==> src/rtl/lp_adc_pkg.sv <==
package lp_adc_pkg;
  typedef enum logic [2:0] {
    ST_IDLE  = 3'd0,
    ST_PWRUP = 3'd1,
    ST_SCAN  = 3'd2,
    ST_EVAL  = 3'd3,
    ST_SLEEP = 3'd4,
    ST_HOLD  = 3'd5
  } seq_state_e;
endpackage

==> src/rtl/lp_adc_timer.sv <==
module lp_adc_timer #(
  parameter int W = 8
) (
  input  logic         clk_i,
  input  logic         rst_ni,
  input  logic         clr_i,
  input  logic         run_i,
  input  logic [W-1:0] limit_i,
  output logic [W-1:0] cnt_o,
  output logic         hit_o
);
  logic [W-1:0] cnt_q;

  assign hit_o = run_i && (cnt_q == limit_i);
  assign cnt_o = cnt_q;

  always_ff @(posedge clk_i or negedge rst_ni) begin
    if (!rst_ni)             cnt_q <= '0;
    else if (clr_i)          cnt_q <= '0;
    else if (run_i && !hit_o) cnt_q <= cnt_q + 1'b1;
  end
endmodule

==> src/rtl/lp_adc_capture.sv <==
module lp_adc_capture #(
  parameter int NCH    = 2,
  parameter int DATA_W = 10,
  localparam int CH_W  = (NCH > 1) ? $clog2(NCH) : 1
) (
  input  logic                  clk_i,
  input  logic                  rst_ni,
  input  logic                  cap_i,
  input  logic [CH_W-1:0]       ch_i,
  input  logic [DATA_W-1:0]     data_i,
  output logic [NCH*DATA_W-1:0] data_o
);
  for (genvar k = 0; k < NCH; k++) begin : g_ch
    logic [DATA_W-1:0] smp_q;
    always_ff @(posedge clk_i or negedge rst_ni) begin
      if (!rst_ni)                          smp_q <= '0;
      else if (cap_i && ch_i == CH_W'(k))   smp_q <= data_i;
    end
    assign data_o[k*DATA_W +: DATA_W] = smp_q;
  end
endmodule

==> src/rtl/lp_adc_match_ctr.sv <==
module lp_adc_match_ctr #(
  parameter int CNT_W = 8
) (
  input  logic             clk_i,
  input  logic             rst_ni,
  input  logic             clr_i,
  input  logic             eval_i,
  input  logic             match_i,
  input  logic             lp_mode_i,
  input  logic [CNT_W-1:0] lp_thresh_i,
  input  logic [CNT_W-1:0] np_thresh_i,
  output logic             fire_o,
  output logic             np_next_o,
  output logic [CNT_W-1:0] lp_cnt_o,
  output logic [CNT_W-1:0] np_cnt_o
);
  logic [CNT_W-1:0] lp_q, np_q, lp_d, np_d;
  logic             act_q, act_d;
  logic             np_tier;
  logic [CNT_W:0]   lp_inc, np_inc;

  assign np_tier = act_q || !lp_mode_i;
  assign lp_inc  = {1'b0, lp_q} + 1'b1;
  assign np_inc  = {1'b0, np_q} + 1'b1;

  always_comb begin
    lp_d   = lp_q;
    np_d   = np_q;
    act_d  = act_q;
    fire_o = 1'b0;
    if (eval_i) begin
      if (np_tier) begin
        if (match_i) begin
          if (np_inc >= {1'b0, np_thresh_i}) begin
            fire_o = 1'b1;
            np_d   = '0;
            lp_d   = '0;
            act_d  = 1'b0;
          end else begin
            np_d = np_inc[CNT_W-1:0];
          end
        end else begin
          np_d  = '0;
          lp_d  = '0;
          act_d = 1'b0;
        end
      end else if (match_i) begin
        if (lp_inc >= {1'b0, lp_thresh_i}) begin
          lp_d  = '0;
          act_d = 1'b1;  // promote: next round without sleep
        end else begin
          lp_d = lp_inc[CNT_W-1:0];
        end
      end else begin
        lp_d = '0;
      end
    end
  end

  assign np_next_o = act_d;
  assign lp_cnt_o  = lp_q;
  assign np_cnt_o  = np_q;

  always_ff @(posedge clk_i or negedge rst_ni) begin
    if (!rst_ni) begin
      lp_q  <= '0;
      np_q  <= '0;
      act_q <= 1'b0;
    end else if (clr_i) begin
      lp_q  <= '0;
      np_q  <= '0;
      act_q <= 1'b0;
    end else begin
      lp_q  <= lp_d;
      np_q  <= np_d;
      act_q <= act_d;
    end
  end
endmodule

==> src/rtl/lp_adc_seq.sv <==
module lp_adc_seq
  import lp_adc_pkg::*;
#(
  parameter int NCH    = 2,
  parameter int DATA_W = 10,
  parameter int PWR_W  = 8,
  parameter int WAKE_W = 16,
  parameter int CNT_W  = 8
) (
  input  logic                  clk_i,
  input  logic                  rst_ni,
  input  logic                  enable_i,
  input  logic                  fsm_rst_i,
  input  logic                  lp_mode_i,
  input  logic                  oneshot_i,
  input  logic [PWR_W-1:0]      pwrup_time_i,
  input  logic [WAKE_W-1:0]     wakeup_time_i,
  input  logic [CNT_W-1:0]      lp_thresh_i,
  input  logic [CNT_W-1:0]      np_thresh_i,
  input  logic                  match_i,
  input  logic                  adc_valid_i,
  input  logic [DATA_W-1:0]     adc_data_i,
  output logic [NCH-1:0]        adc_sel_o,
  output logic                  adc_pd_o,
  output logic [NCH*DATA_W-1:0] data_o,
  output logic                  round_done_o,
  output logic                  intr_o,
  output logic                  wakeup_o,
  output logic                  oneshot_done_o
);
  localparam int CH_W = (NCH > 1) ? $clog2(NCH) : 1;
  localparam logic [CH_W-1:0] LAST_CH = CH_W'(NCH - 1);

  seq_state_e        state_q, state_d;
  logic [CH_W-1:0]   ch_q, ch_d;
  logic              pwr_hit, wake_hit;
  logic [PWR_W-1:0]  pwr_cnt;
  logic [WAKE_W-1:0] wake_cnt;
  logic [CNT_W-1:0]  lp_cnt, np_cnt;
  logic              in_eval, eval_cnt, fire, np_next, cap;
  logic              rdone_q, intr_q, done_q;

  lp_adc_timer #(.W(PWR_W)) u_pwr_tmr (
    .clk_i   (clk_i),
    .rst_ni  (rst_ni),
    .clr_i   (fsm_rst_i || state_q != ST_PWRUP),
    .run_i   (state_q == ST_PWRUP),
    .limit_i (pwrup_time_i),
    .cnt_o   (pwr_cnt),
    .hit_o   (pwr_hit)
  );

  lp_adc_timer #(.W(WAKE_W)) u_wake_tmr (
    .clk_i   (clk_i),
    .rst_ni  (rst_ni),
    .clr_i   (fsm_rst_i || state_q != ST_SLEEP),
    .run_i   (state_q == ST_SLEEP),
    .limit_i (wakeup_time_i),
    .cnt_o   (wake_cnt),
    .hit_o   (wake_hit)
  );

  assign in_eval  = enable_i && state_q == ST_EVAL;
  assign eval_cnt = in_eval && !oneshot_i;

  lp_adc_match_ctr #(.CNT_W(CNT_W)) u_match (
    .clk_i       (clk_i),
    .rst_ni      (rst_ni),
    .clr_i       (fsm_rst_i),
    .eval_i      (eval_cnt),
    .match_i     (match_i),
    .lp_mode_i   (lp_mode_i),
    .lp_thresh_i (lp_thresh_i),
    .np_thresh_i (np_thresh_i),
    .fire_o      (fire),
    .np_next_o   (np_next),
    .lp_cnt_o    (lp_cnt),
    .np_cnt_o    (np_cnt)
  );

  assign cap = enable_i && state_q == ST_SCAN && adc_valid_i;

  lp_adc_capture #(.NCH(NCH), .DATA_W(DATA_W)) u_cap (
    .clk_i  (clk_i),
    .rst_ni (rst_ni),
    .cap_i  (cap),
    .ch_i   (ch_q),
    .data_i (adc_data_i),
    .data_o (data_o)
  );

  always_comb begin
    state_d = state_q;
    ch_d    = ch_q;
    unique case (state_q)
      ST_IDLE:  if (enable_i) state_d = ST_PWRUP;
      ST_PWRUP: if (pwr_hit) begin
        state_d = ST_SCAN;
        ch_d    = '0;
      end
      ST_SCAN:  if (adc_valid_i) begin
        if (ch_q == LAST_CH) state_d = ST_EVAL;
        else                 ch_d    = ch_q + 1'b1;
      end
      ST_EVAL: begin
        ch_d = '0;
        if (oneshot_i)                  state_d = ST_HOLD;
        else if (lp_mode_i && !np_next) state_d = ST_SLEEP;
        else                            state_d = ST_SCAN;
      end
      ST_SLEEP: if (wake_hit) state_d = ST_PWRUP;
      ST_HOLD:  state_d = ST_HOLD;
      default:  state_d = ST_IDLE;
    endcase
    if (!enable_i) begin
      state_d = ST_IDLE;
      ch_d    = '0;
    end
  end

  always_ff @(posedge clk_i or negedge rst_ni) begin
    if (!rst_ni) begin
      state_q <= ST_IDLE;
      ch_q    <= '0;
    end else if (fsm_rst_i) begin
      state_q <= ST_IDLE;
      ch_q    <= '0;
    end else begin
      state_q <= state_d;
      ch_q    <= ch_d;
    end
  end

  always_ff @(posedge clk_i or negedge rst_ni) begin
    if (!rst_ni) begin
      rdone_q <= 1'b0;
      intr_q  <= 1'b0;
      done_q  <= 1'b0;
    end else if (fsm_rst_i) begin
      rdone_q <= 1'b0;
      intr_q  <= 1'b0;
      done_q  <= 1'b0;
    end else begin
      rdone_q <= in_eval;
      intr_q  <= eval_cnt && fire;
      done_q  <= in_eval && oneshot_i;
    end
  end

  // selects gated by enable so a disable drops them in the same cycle
  for (genvar k = 0; k < NCH; k++) begin : g_sel
    assign adc_sel_o[k] = enable_i && state_q == ST_SCAN && ch_q == CH_W'(k);
  end

  assign adc_pd_o       = !enable_i || state_q == ST_IDLE || state_q == ST_SLEEP ||
                          state_q == ST_HOLD;
  assign round_done_o   = rdone_q;
  assign intr_o         = intr_q;
  assign wakeup_o       = intr_q;
  assign oneshot_done_o = done_q;
endmodule

==> config.mk <==
export PLATFORM = sky130hd
export DESIGN_NAME = lp_adc_seq
export DESIGN_NICKNAME = d
export VERILOG_FILES = /design/src/rtl/lp_adc_pkg.sv /design/src/rtl/lp_adc_timer.sv /design/src/rtl/lp_adc_capture.sv /design/src/rtl/lp_adc_match_ctr.sv /design/src/rtl/lp_adc_seq.sv
export SDC_FILE = /design/constraint.sdc
export NUM_CORES = 1
export LEC_CHECK = 0
export ABC_AREA = 1
export ABC_CLOCK_PERIOD_IN_PS = 2650
export CAP_MARGIN = 30
export CORE_UTILIZATION = 52
export CTS_BUF_LIST = sky130_fd_sc_hd__clkbuf_4 sky130_fd_sc_hd__clkbuf_8 sky130_fd_sc_hd__clkbuf_16
export CTS_CLUSTER_SIZE = 12
export DETAILED_ROUTE_END_ITERATION = 12
export PLACE_DENSITY = 0.79
export SLEW_MARGIN = 0
export SYNTH_ARGS = -nofsm -noshare
export SYNTH_HDL_FRONTEND = slang
export SYNTH_SLANG_ARGS = --single-unit
==> constraint.sdc <==
create_clock -name clk_i -period 2.65 [get_ports clk_i]
set_clock_uncertainty 0.1 [all_clocks]
set_input_delay 0.53 -clock clk_i [delete_from_list [all_inputs] [get_ports clk_i]]
set_output_delay 0.53 -clock clk_i [all_outputs]
set_load 0.05 [all_outputs]
Word-level counts from Yosys, hierarchy flattened
Index checks and enable logic that the tools add are counted.
{"block": "classes", "order_cmp": 2, "n_reduce_logical": 36, "n_addsub": 5, "muxes": 45, "eq_ne": 15, "n_bitwise": 1}
{"operator": "2-to-1 mux 8 bit", "n": 14}
{"operator": "2-to-1 mux 16 bit", "n": 2}
{"operator": "2-to-1 mux 3 bit", "n": 8}
{"operator": "inequality test 4 bit, second input constant", "n": 5}
{"operator": "2-to-1 mux 1 bit", "n": 19}
{"operator": "adder 8 x 1 -> 9 bit, second input constant", "n": 2}
{"operator": "greater-or-equal comparator 9 x 8 -> 1 bit", "n": 2}
{"operator": "case mux 3 bit (6 select lines)", "n": 1}
{"operator": "adder 16 x 1 -> 16 bit, second input constant", "n": 1}
{"operator": "equality test 16 bit", "n": 1}
{"operator": "logical AND 1 bit", "n": 15}
{"operator": "adder 8 x 1 -> 8 bit, second input constant", "n": 1}
{"operator": "equality test 8 bit", "n": 1}
{"operator": "nonzero test 2 bit", "n": 4}
{"operator": "equality test 3 x 2 -> 1 bit, second input constant", "n": 2}
{"operator": "equality test 3 bit, second input constant", "n": 2}
{"operator": "logical NOT 1 bit", "n": 6}
{"operator": "logical OR 1 bit", "n": 6}
{"operator": "inequality test 5 x 1 -> 1 bit, second input constant", "n": 1}
{"operator": "AND reduction 2 bit", "n": 2}
{"operator": "AND reduction 4 bit", "n": 1}
{"operator": "equality test 3 x 1 -> 1 bit, second input constant", "n": 1}
{"operator": "logical NOT 3 bit", "n": 1}
{"operator": "inequality test 3 x 1 -> 1 bit, second input constant", "n": 1}
{"operator": "other kinds (5)", "n": 5}
{"block": "word_totals", "reg_bits": 68, "elab_cells": 116, "output_inout_bits": 27}

Logic depth before layout (Yosys ltp)
Gate-level depths: netlist of the first run.
{"block": "logic_depth", "depth_word": 13, "mapped_depth": 24, "ltp_nobuf": 24}

By module
A second synthesis of the first run with hierarchy kept.
{"block": "unflattened", "cells_unflattened": 749, "hier_area_um2": 5131.2}
{"module": "lp_adc_match_ctr", "instances": 1, "cells_each": 239, "area_per_inst_um2": 1672.9, "seq_area_each_um2": 425.4}
{"module": "lp_adc_timer at u_wake_tmr", "instances": 1, "cells_each": 245, "area_per_inst_um2": 1435.1, "seq_area_each_um2": 400.4}
{"module": "lp_adc_capture", "instances": 1, "cells_each": 87, "area_per_inst_um2": 817.0, "seq_area_each_um2": 500.5}
{"module": "lp_adc_timer at u_pwr_tmr", "instances": 1, "cells_each": 103, "area_per_inst_um2": 688.2, "seq_area_each_um2": 200.2}
{"module": "lp_adc_seq", "instances": 1, "cells_each": 75, "area_per_inst_um2": 518.0, "seq_area_each_um2": 175.2}

Worst setup path after synthesis of the first run
Ideal clock, no wire load.
{"block": "synth_path", "path_type": "register -> register", "from": "reg u_match.np_q[0] (netlist: u_match.np_cnt_o[0])", "to": "reg u_match.lp_q[6] (netlist: u_match.lp_cnt_o[6])", "slack_ns": 0.175, "setup_time_ns": 0.122, "required_ns": 2.428, "n_path_buf": 1, "arrival_time_ns": 2.254, "stages_incl_launch_ff": 19, "cell_sequence": "dfrtp_1 -> ha_1 -> nand2_1 -> nor2_2 -> xor2_1 -> inv_1 -> ha_1 -> o211a_1 -> nand2_1 -> nand2_1 -> nand2_1 -> nand2_4 -> inv_2 -> nand2_1 -> nand2_1 -> clkinv_2 -> buf_6 -> nand3_1 -> o21ai_1"}
{"block": "synth_between", "elab_chain_cells": 4}
{"item": "start, declared", "line_no": "lp_adc_match_ctr.sv:17", "rtl": "logic [CNT_W-1:0] lp_q, np_q, lp_d, np_d;"}
{"item": "start signal, assigned", "line_no": "lp_adc_match_ctr.sv:75", "rtl": "np_q <= np_d;"}
{"item": "adder 8 x 1 -> 9 bit", "line_no": "lp_adc_match_ctr.sv:24", "rtl": "assign np_inc = {1'b0, np_q} + 1'b1;"}
{"item": "greater-or-equal comparator 9 x 8 -> 1 bit", "line_no": "lp_adc_match_ctr.sv:34", "rtl": "if (np_inc >= {1'b0, np_thresh_i}) begin"}
{"item": "inequality test 4 bit (no source line)"}
{"item": "AND reduction 2 bit (no source line)"}
{"item": "end signal, assigned", "line_no": "lp_adc_match_ctr.sv:74", "rtl": "lp_q <= lp_d;"}
{"item": "end, declared", "line_no": "lp_adc_match_ctr.sv:17"}
Every way passes these cells.
A chain may end at the register's enable or synchronous reset.

Worst setup path in the final report of the first run
{"block": "layout_path", "from": "reg u_match.lp_q[1] (netlist: u_match.lp_cnt_o[1])", "to": "reg u_match.lp_q[1] (netlist: u_match.lp_cnt_o[1])"}
{"block": "layout_between", "elab_chain_cells": 7}
{"item": "adder 8 x 1 -> 9 bit (*)", "line_no": "lp_adc_match_ctr.sv:23", "rtl": "assign lp_inc = {1'b0, lp_q} + 1'b1;"}
{"item": "greater-or-equal comparator 9 x 8 -> 1 bit", "line_no": "lp_adc_match_ctr.sv:48", "rtl": "if (lp_inc >= {1'b0, lp_thresh_i}) begin"}
{"item": "2-to-1 mux 8 bit (*)", "line_no": "lp_adc_match_ctr.sv:48"}
{"item": "2-to-1 mux 8 bit (*)", "line_no": "lp_adc_match_ctr.sv:47", "rtl": "end else if (match_i) begin"}
{"item": "2-to-1 mux 8 bit (*)", "line_no": "lp_adc_match_ctr.sv:32", "rtl": "if (np_tier) begin"}
{"item": "2-to-1 mux 8 bit (*)", "line_no": "lp_adc_match_ctr.sv:31", "rtl": "if (eval_i) begin"}
{"item": "2-to-1 mux 8 bit (*)", "line_no": "lp_adc_match_ctr.sv:69", "rtl": "end else if (clr_i) begin"}
Every way passes the cells marked *; elsewhere a longest branch is shown, timed or not. The select of a mux whose other input is x is not followed.

==> results of run 1 <==
-- worst max-delay path, delay by kind of cell (launching register included) --
kind,cells,cell delay (ps)
compound gates,1,90
xor+xnor,1,120
fa+ha+maj,1,280
buf+inv,6,700
flops,1,380
simple gates,10,1060
-- cell families after synthesis --
family | after synthesis | share of synthesized area [%]
fa+ha+maj | 20 | 5.95
simple gates | 222 | 25.7
xor+xnor | 33 | 6.87
buf+inv | 99 | 9.13
flops | 68 | 40.4
compound gates | 88 | 12.0
-- report_power, final --
| group | internal [mW] | total (mW) | switching (mW) | leakage [nW] |
|---|---|---|---|---|
| logic | 0.251 | 0.639 | 0.388 | 1.60 |
| clock network | 0.480 | 0.870 | 0.389 | 0.107 |
| registers | 1.10 | 1.14 | 0.0417 | 0.932 |
| total | 1.83 | 2.65 | 0.819 | 2.64 |
-- timing repair --
| item | CTS | global route |
|---|---|---|
| buffers inserted | 1 | 8 |
| pin swaps | 0 | 12 |
| setup endpoints to repair | 2 | 15 |
| cloned | 0 | 0 |
| resized for setup | 3 | 47 |
-- flip-flops by register name, summed over array words and instances, names as in the netlist --
signal,cells
u_pwr_tmr.cnt_o,8
u_match.act_q,1
u_match.np_cnt_o,8
state_q,3
u_wake_tmr.cnt_o,16
ch_q,1
round_done_o,1
u_match.lp_cnt_o,8
u_cap.g_ch.smp_q,20
intr_o,1
oneshot_done_o,1
-- through the flow --
stage               hold WS [ps]  power [mW]  instance area (µm²)  setup slack (ps)  cells
finish                      68.4        2.65                 5800              -158    751
global route                 103        2.77                 5800              -327    751
CTS                          109        2.66                 5520              7.51    743
detailed placement           372        1.78                 5290             -49.2    726
global placement             370        1.78                 5290              3.69    726
floorplan                    134        1.51                 4210               175    530
-- metal layers --
layer | global-route usage, % | vias up | part of all wire (%)
li1 | - | 1954 | -
met1 | 29.8 | 1827 | 44
met2 | 39.4 | 105 | 48
met3 | 6.47 | 14 | 5.7
met4 | 7.42 | 0 | 1.5
met5 | 0 | - | 0
-- path summary, 6_finish.rpt --
path                                                 start                              end  slack, ps  cells past startpoint
min reg2reg                 u_pwr_tmr.cnt_o[7]$_DFFE_PN0P_   u_pwr_tmr.cnt_o[7]$_DFFE_PN0P_        380                      1
max in group asynchronous                           rst_ni  u_match.np_cnt_o[7]$_DFFE_PN0P_       2050                      2
max                        u_match.lp_cnt_o[1]$_DFFE_PN0P_  u_match.lp_cnt_o[1]$_DFFE_PN0P_       -160                     19
max reg2reg                u_match.lp_cnt_o[1]$_DFFE_PN0P_  u_match.lp_cnt_o[1]$_DFFE_PN0P_       -160                     19
min in group clk_i          u_pwr_tmr.cnt_o[7]$_DFFE_PN0P_   u_pwr_tmr.cnt_o[7]$_DFFE_PN0P_        380                      1
min                                                 rst_ni  u_wake_tmr.cnt_o[2]$_DFFE_PN0P_         70                      2
-- cell usage in the layout, fill, tap and decap left out, drive strengths merged, types with 3 or more instances in the layout --
cell	synthesis	routed
a21oi	20	20
a31oi	3	3
buf	2	29
clkbuf	4	12
clkdlybuf4s50	0	80
clkinv	1	3
dfrtp	68	68
ha	20	20
inv	92	93
nand2	111	111
nand3	36	36
nand4	8	8
nor2	44	44
nor3	15	15
nor4	5	5
o21ai	47	47
o31ai	4	4
xnor2	17	17
xor2	16	16
-- cell type report --
type | count | area [µm²]
Timing Repair Buffer | 109 | 1060
Sequential cell | 68 | 1700
Tap cell | 102 | 128
Clock inverter | 4 | 48.8
Multi-Input combinational cell | 363 | 2360
Clock buffer | 12 | 153
Fill cell | 589 | 1970
Inverter | 93 | 352
==> results_dict.tcl, run 1 <==
set metrics [dict create \
    tightest_slew_ps 515 \
    routabilityCongestion 0.902 \
    powerDensity_nw_per_um2 457 \
    path_class "reg2reg" \
    cts_tree "done" \
    ant_nets 0 \
    clkTransAtPathRegs_ps 80 \
    wl_um 9790 \
    drtIter0Drc 170 \
    synth-seq-cells 68 \
    synth_most_common_cell "nand2_1" \
    fp-row-count 32 \
    postLayoutCoreUtil_pct 74.7 \
    dr.pass1.iters 5 \
    rsz0062_at_grt "yes" \
    synthFlopType "dfrtp_1" \
    worstPathCellList "inv_2 -> nor3_2 -> inv_1 -> nor2_2 -> nand3_2 -> nor2_2 -> xnor2_1 -> inv_1 -> ha_4 -> nand3_2 -> nor2_1 -> nor2_2 -> nand3_2 -> buf_4 -> buf_6 -> nor4_4 -> buf_6 -> nand3_2 -> o21ai_1" \
    ioPinCount 85 \
    yosysTopAreaCell "dfrtp_1" \
    clockBufferDepth 2 \
    num_antenna_cells 0 \
    port_buffers 84 \
    violations "negative setup slack" \
    core-area_um2 7770 \
    synth_cells 530 \
    layout_min_cycle_time_ps 2810 \
    synthesis.nets 608 \
    synthTopCellsByCount "107 x nand2_1, 87 x inv_1, 68 x dfrtp_1, 37 x nor2_1, 35 x o21ai_0" \
    status "finished with violations" \
    startpoint_type "flip-flop" \
    fmax_mhz 356 \
    period_share_pct 106 \
    synth_area_leaders "dfrtp_1 40%, nand2_1 9.5%, inv_1 7.8%" \
    die_w_um 92.0 \
    slew_headroom_pct 65.5 \
    fin_setup_tns_ps -1050 \
    max_stage_delay_ps 380 \
    drv_cap 0 \
    grt_start_max_net_pins 69 \
    critPathMaxFanout 8 \
    synthArstFlopShare_pct 100 \
    cts_made_buffers 9 \
    grt_overflow 0 \
    synth-seq-area-share_pct 40.4 \
    routed-via-count 3900 \
    worst_slack_ps -158 \
    dieHeight_um 92.0 \
    grt_util_all_layers_pct 23.6 \
    critical_path_arrival_ps 2970 \
    crit_path_frequent_cell "nand3_2" \
    hold_viol 0 \
    start_util_pct 54.2 \
    cellLeakagePower_nw 2.64 \
    synth_edf_count 0 \
    worstHoldPathType "in2async" \
    htree_levels 3 \
    yosysUniqueCellTypes 45 \
    syn_to_final_growth_pct 37.9 \
    required_ps 2810 \
    place_hpwl_um 7050 \
    setup_viol 10 \
    ir_worst_vdd_mv 0.573 \
    antenna_found_initial 0 \
    hold_buffers 0 \
    cp_slowest_cell "dfrtp_1" \
    synth_top_area_share_pct 40.4 \
    final_net_count 722 \
    dieArea_um2 8460 \
    drv_slew 0 \
    routedWlPerCell_um 13.0 \
    clock_latency_ps 340 \
    drc 0 \
    drive_gt1_share_pct 18.3 \
    grt_pass1_vias 3776 \
    grt_pass1_wl_um 16100 \
    clock_sink_count 68 \
    end_kind "flip-flop" \
    viasPerCell 5.19 \
    cts_root_buf "clkbuf_8" \
    synth_area_um2 4210 \
    yosysWarningCount 0 \
    postSynthAreaPerCell_um2 7.94 \
]
(Power assumes the default switching activity.)
==> inputs of run 2 (changes only) <==
--- a/config.mk
+++ b/config.mk
@@ -8,11 +8,12 @@
 export ABC_AREA = 1
 export ABC_CLOCK_PERIOD_IN_PS = 2650
 export CAP_MARGIN = 30
-export CORE_UTILIZATION = 52
+export CORE_ASPECT_RATIO = 0.8
+export CORE_UTILIZATION = 41
 export CTS_BUF_LIST = sky130_fd_sc_hd__clkbuf_4 sky130_fd_sc_hd__clkbuf_8 sky130_fd_sc_hd__clkbuf_16
 export CTS_CLUSTER_SIZE = 12
 export DETAILED_ROUTE_END_ITERATION = 12
-export PLACE_DENSITY = 0.79
+export PLACE_DENSITY = 0.64
 export SLEW_MARGIN = 0
 export SYNTH_ARGS = -nofsm -noshare
 export SYNTH_HDL_FRONTEND = slang
==> run 2 against run 1 <==
  * The flow now finishes without violations
  * Global-route usage is 3.9 points lower
  * Critical path depth down 3
  * Via count decreased by 5.0%
  * Total power is 9.6% higher
  * Combinational power is essentially flat
  * Clock power rose by 29%
  * Sequential power is essentially flat
  * Sequential share of layout area hardly changed
  * Final cell count up 4.4%
  * First-iteration DRC count down 16%
==> results_dict.tcl, run 2 (same netlist as run 1, synthesis figures left out) <==
set metrics [dict create \
    powerDensity_nw_per_um2 500 \
    setup_viol 0 \
    startpoint_type "flip-flop" \
    dieArea_um2 10700 \
    drc 0 \
    end_kind "flip-flop" \
    num_antenna_cells 0 \
    routedWlPerCell_um 12.5 \
    cts_tree "done" \
    status "finished clean" \
    largest_register_ffs 20 \
    period_share_pct 98.3 \
    hold_viol 0 \
    routed-via-count 3706 \
    swShare_pct 30.0 \
    dieHeight_um 92.6 \
    rsz0062_at_grt "yes" \
    port_buffers 84 \
    worst_r2r_path_depth 16 \
    ir_worst_vdd_mv 0.369 \
    antenna_found_initial 0 \
    p_sw_mw 0.871 \
    top_register "u_cap.g_ch.smp_q" \
    fmax_mhz 384 \
    fp-row-count 32 \
    cts_made_buffers 9 \
    final_cell_mix "101 x nand2_1, 84 x inv_1, 80 x clkdlybuf4s50_1" \
    worst_slack_ps 46.1 \
    postLayoutCoreUtil_pct 59.2 \
    cellLeakagePower_nw 2.66 \
    ant_nets 0 \
    seq_power_share_pct 39.4 \
    drtIter0Drc 143 \
    clock_sink_count 68 \
    die_w_um 115 \
    grt_pass1_wl_um 16500 \
    clockBufferDepth 2 \
    worstHoldPathType "in2async" \
    critical_path_arrival_ps 2750 \
    htree_levels 3 \
    ioPinCount 85 \
    grt_util_all_layers_pct 19.7 \
    place_hpwl_um 7270 \
    dr.pass1.iters 6 \
    core-area_um2 9810 \
    final_net_count 721 \
    wl_um 9810 \
    grt_overflow 0 \
    tightest_slew_ps 592 \
    mostFrequentLayoutCell "nand2_1" \
    cp_slowest_cell "dfrtp_1" \
    dp_cells 761 \
    grt_pass1_vias 3645 \
    pwr-share-clk_pct 38.7 \
    required_ps 2800 \
    routabilityCongestion 0.840 \
    crit_path_frequent_cell "nand3_2" \
    syn_to_final_growth_pct 38.1 \
    slew_headroom_pct 60.5 \
    max_stage_delay_ps 370 \
    grt_start_max_net_pins 45 \
    worstPathCellList "ha_2 -> nand2_2 -> nor2_4 -> nand3_2 -> xor2_2 -> ha_4 -> a21o_1 -> nand3_2 -> nand2_2 -> nor2_2 -> nand3_2 -> buf_4 -> nor4_4 -> buf_6 -> nand3_1 -> o21ai_1" \
    cts_root_buf "clkbuf_16" \
    hold_ws_ps 105 \
    combPwrFrac_pct 21.9 \
    stdcell_count 784 \
    clkTransAtPathRegs_ps 60 \
    viasPerCell 4.73 \
    drv_cap 0 \
    drive_gt1_share_pct 16.2 \
    path_class "reg2reg" \
    drv_slew 0 \
    start_util_pct 42.9 \
    critPathMaxFanout 8 \
    internal_power_mw 2.03 \
    nFillCells 868 \
    clock_latency_ps 330 \
    post-place-ws_ps -110 \
    layout_min_cycle_time_ps 2600 \
]
## run 2: cell types whose count changed in the layout (fill, tap and decap cells not counted), moves of 3 or more
cell / before / now
clkbuf_8: 10 / 2
ha_1: 14 / 17
clkinvlp_4: 0 / 3
nand3_2: 15 / 11
clkbuf_16: 0 / 9
nand3_1: 18 / 24
## run 2: power by group through the flow
stage	clock network [mW]	registers, mW	logic (mW)
floorplan	0	1.36	0.151
global placement	0	1.16	0.624
detailed placement	0	1.16	0.628
CTS	1.15	1.14	0.634
global route	1.20	1.15	0.687
finish	1.12	1.14	0.637
## run 2: critical path: cells and delay by family, from the launching register on
kind                       cells  cell delay [ps]
and+or+nand+nor                9              830
adders and majority gates      2              440
DFF                            1              370
buffers and inverters          2              320
AOI/OAI and AO/OA              2              270
xor gates and xnor gates       1              210
## run 2: final timing paths
| kind | startpoint | slack [ps] | endpoint |
|---|---|---|---|
| max | u_match.lp_cnt_o[0]$_DFFE_PN0P_ | 50 | u_match.lp_cnt_o[2]$_DFFE_PN0P_ |
| min | rst_ni | 100 | u_wake_tmr.cnt_o[11]$_DFFE_PN0P_ |
| max reg2reg | u_match.lp_cnt_o[0]$_DFFE_PN0P_ | 50 | u_match.lp_cnt_o[2]$_DFFE_PN0P_ |
| min reg2reg | u_pwr_tmr.cnt_o[7]$_DFFE_PN0P_ | 380 | u_pwr_tmr.cnt_o[7]$_DFFE_PN0P_ |
| max in group asynchronous | rst_ni | 1700 | u_match.np_cnt_o[3]$_DFFE_PN0P_ |
| min in group clk_i | u_pwr_tmr.cnt_o[7]$_DFFE_PN0P_ | 380 | u_pwr_tmr.cnt_o[7]$_DFFE_PN0P_ |
## run 2: what timing repair did
item                                    in CTS  in global routing
resized for setup                            7                 25
hold buffers                                 0                  0
buffers inserted                             2                  4
gates cloned                                 0                  1
endpoints found under the setup margin       3                 11
pin swaps                                    8                 15
## run 2: layout make-up
class,count,area (µm²),share of cell area [%]
clock inverter,5,36.3,0.624
tap,136,170,2.93
clock buffer,11,253,4.35
multi-input combinational,363,2250,38.7
timing repair buffer,107,1040,17.9
timing repair inverter,1,5.00,0.0861
sequential,68,1700,29.3
inverter,93,354,6.09
## run 2: through the flow
stage / area (µm²) / setup TNS [ps] / power, mW
floorplan: 4210 / 0 / 1.51
detailed placement: 5340 / -653 / 1.79
global route: 5810 / -1600 / 3.04
CTS: 5680 / -19.2 / 2.93
global placement: 5340 / -281 / 1.78
finish: 5810 / 0 / 2.91
## run 2: metal layers
layer / part of all wire (%) / up-vias / global-route usage [%] / routed length, µm
met1: 48 / 1667 / 26.7 / 4690
met3: 7.2 / 7 / 6.54 / 705
met5: 0 / - / 0 / 0
li1: - / 1937 / - / -
met2: 44 / 95 / 30.7 / 4340
met4: 0.71 / 0 / 4.22 / 70
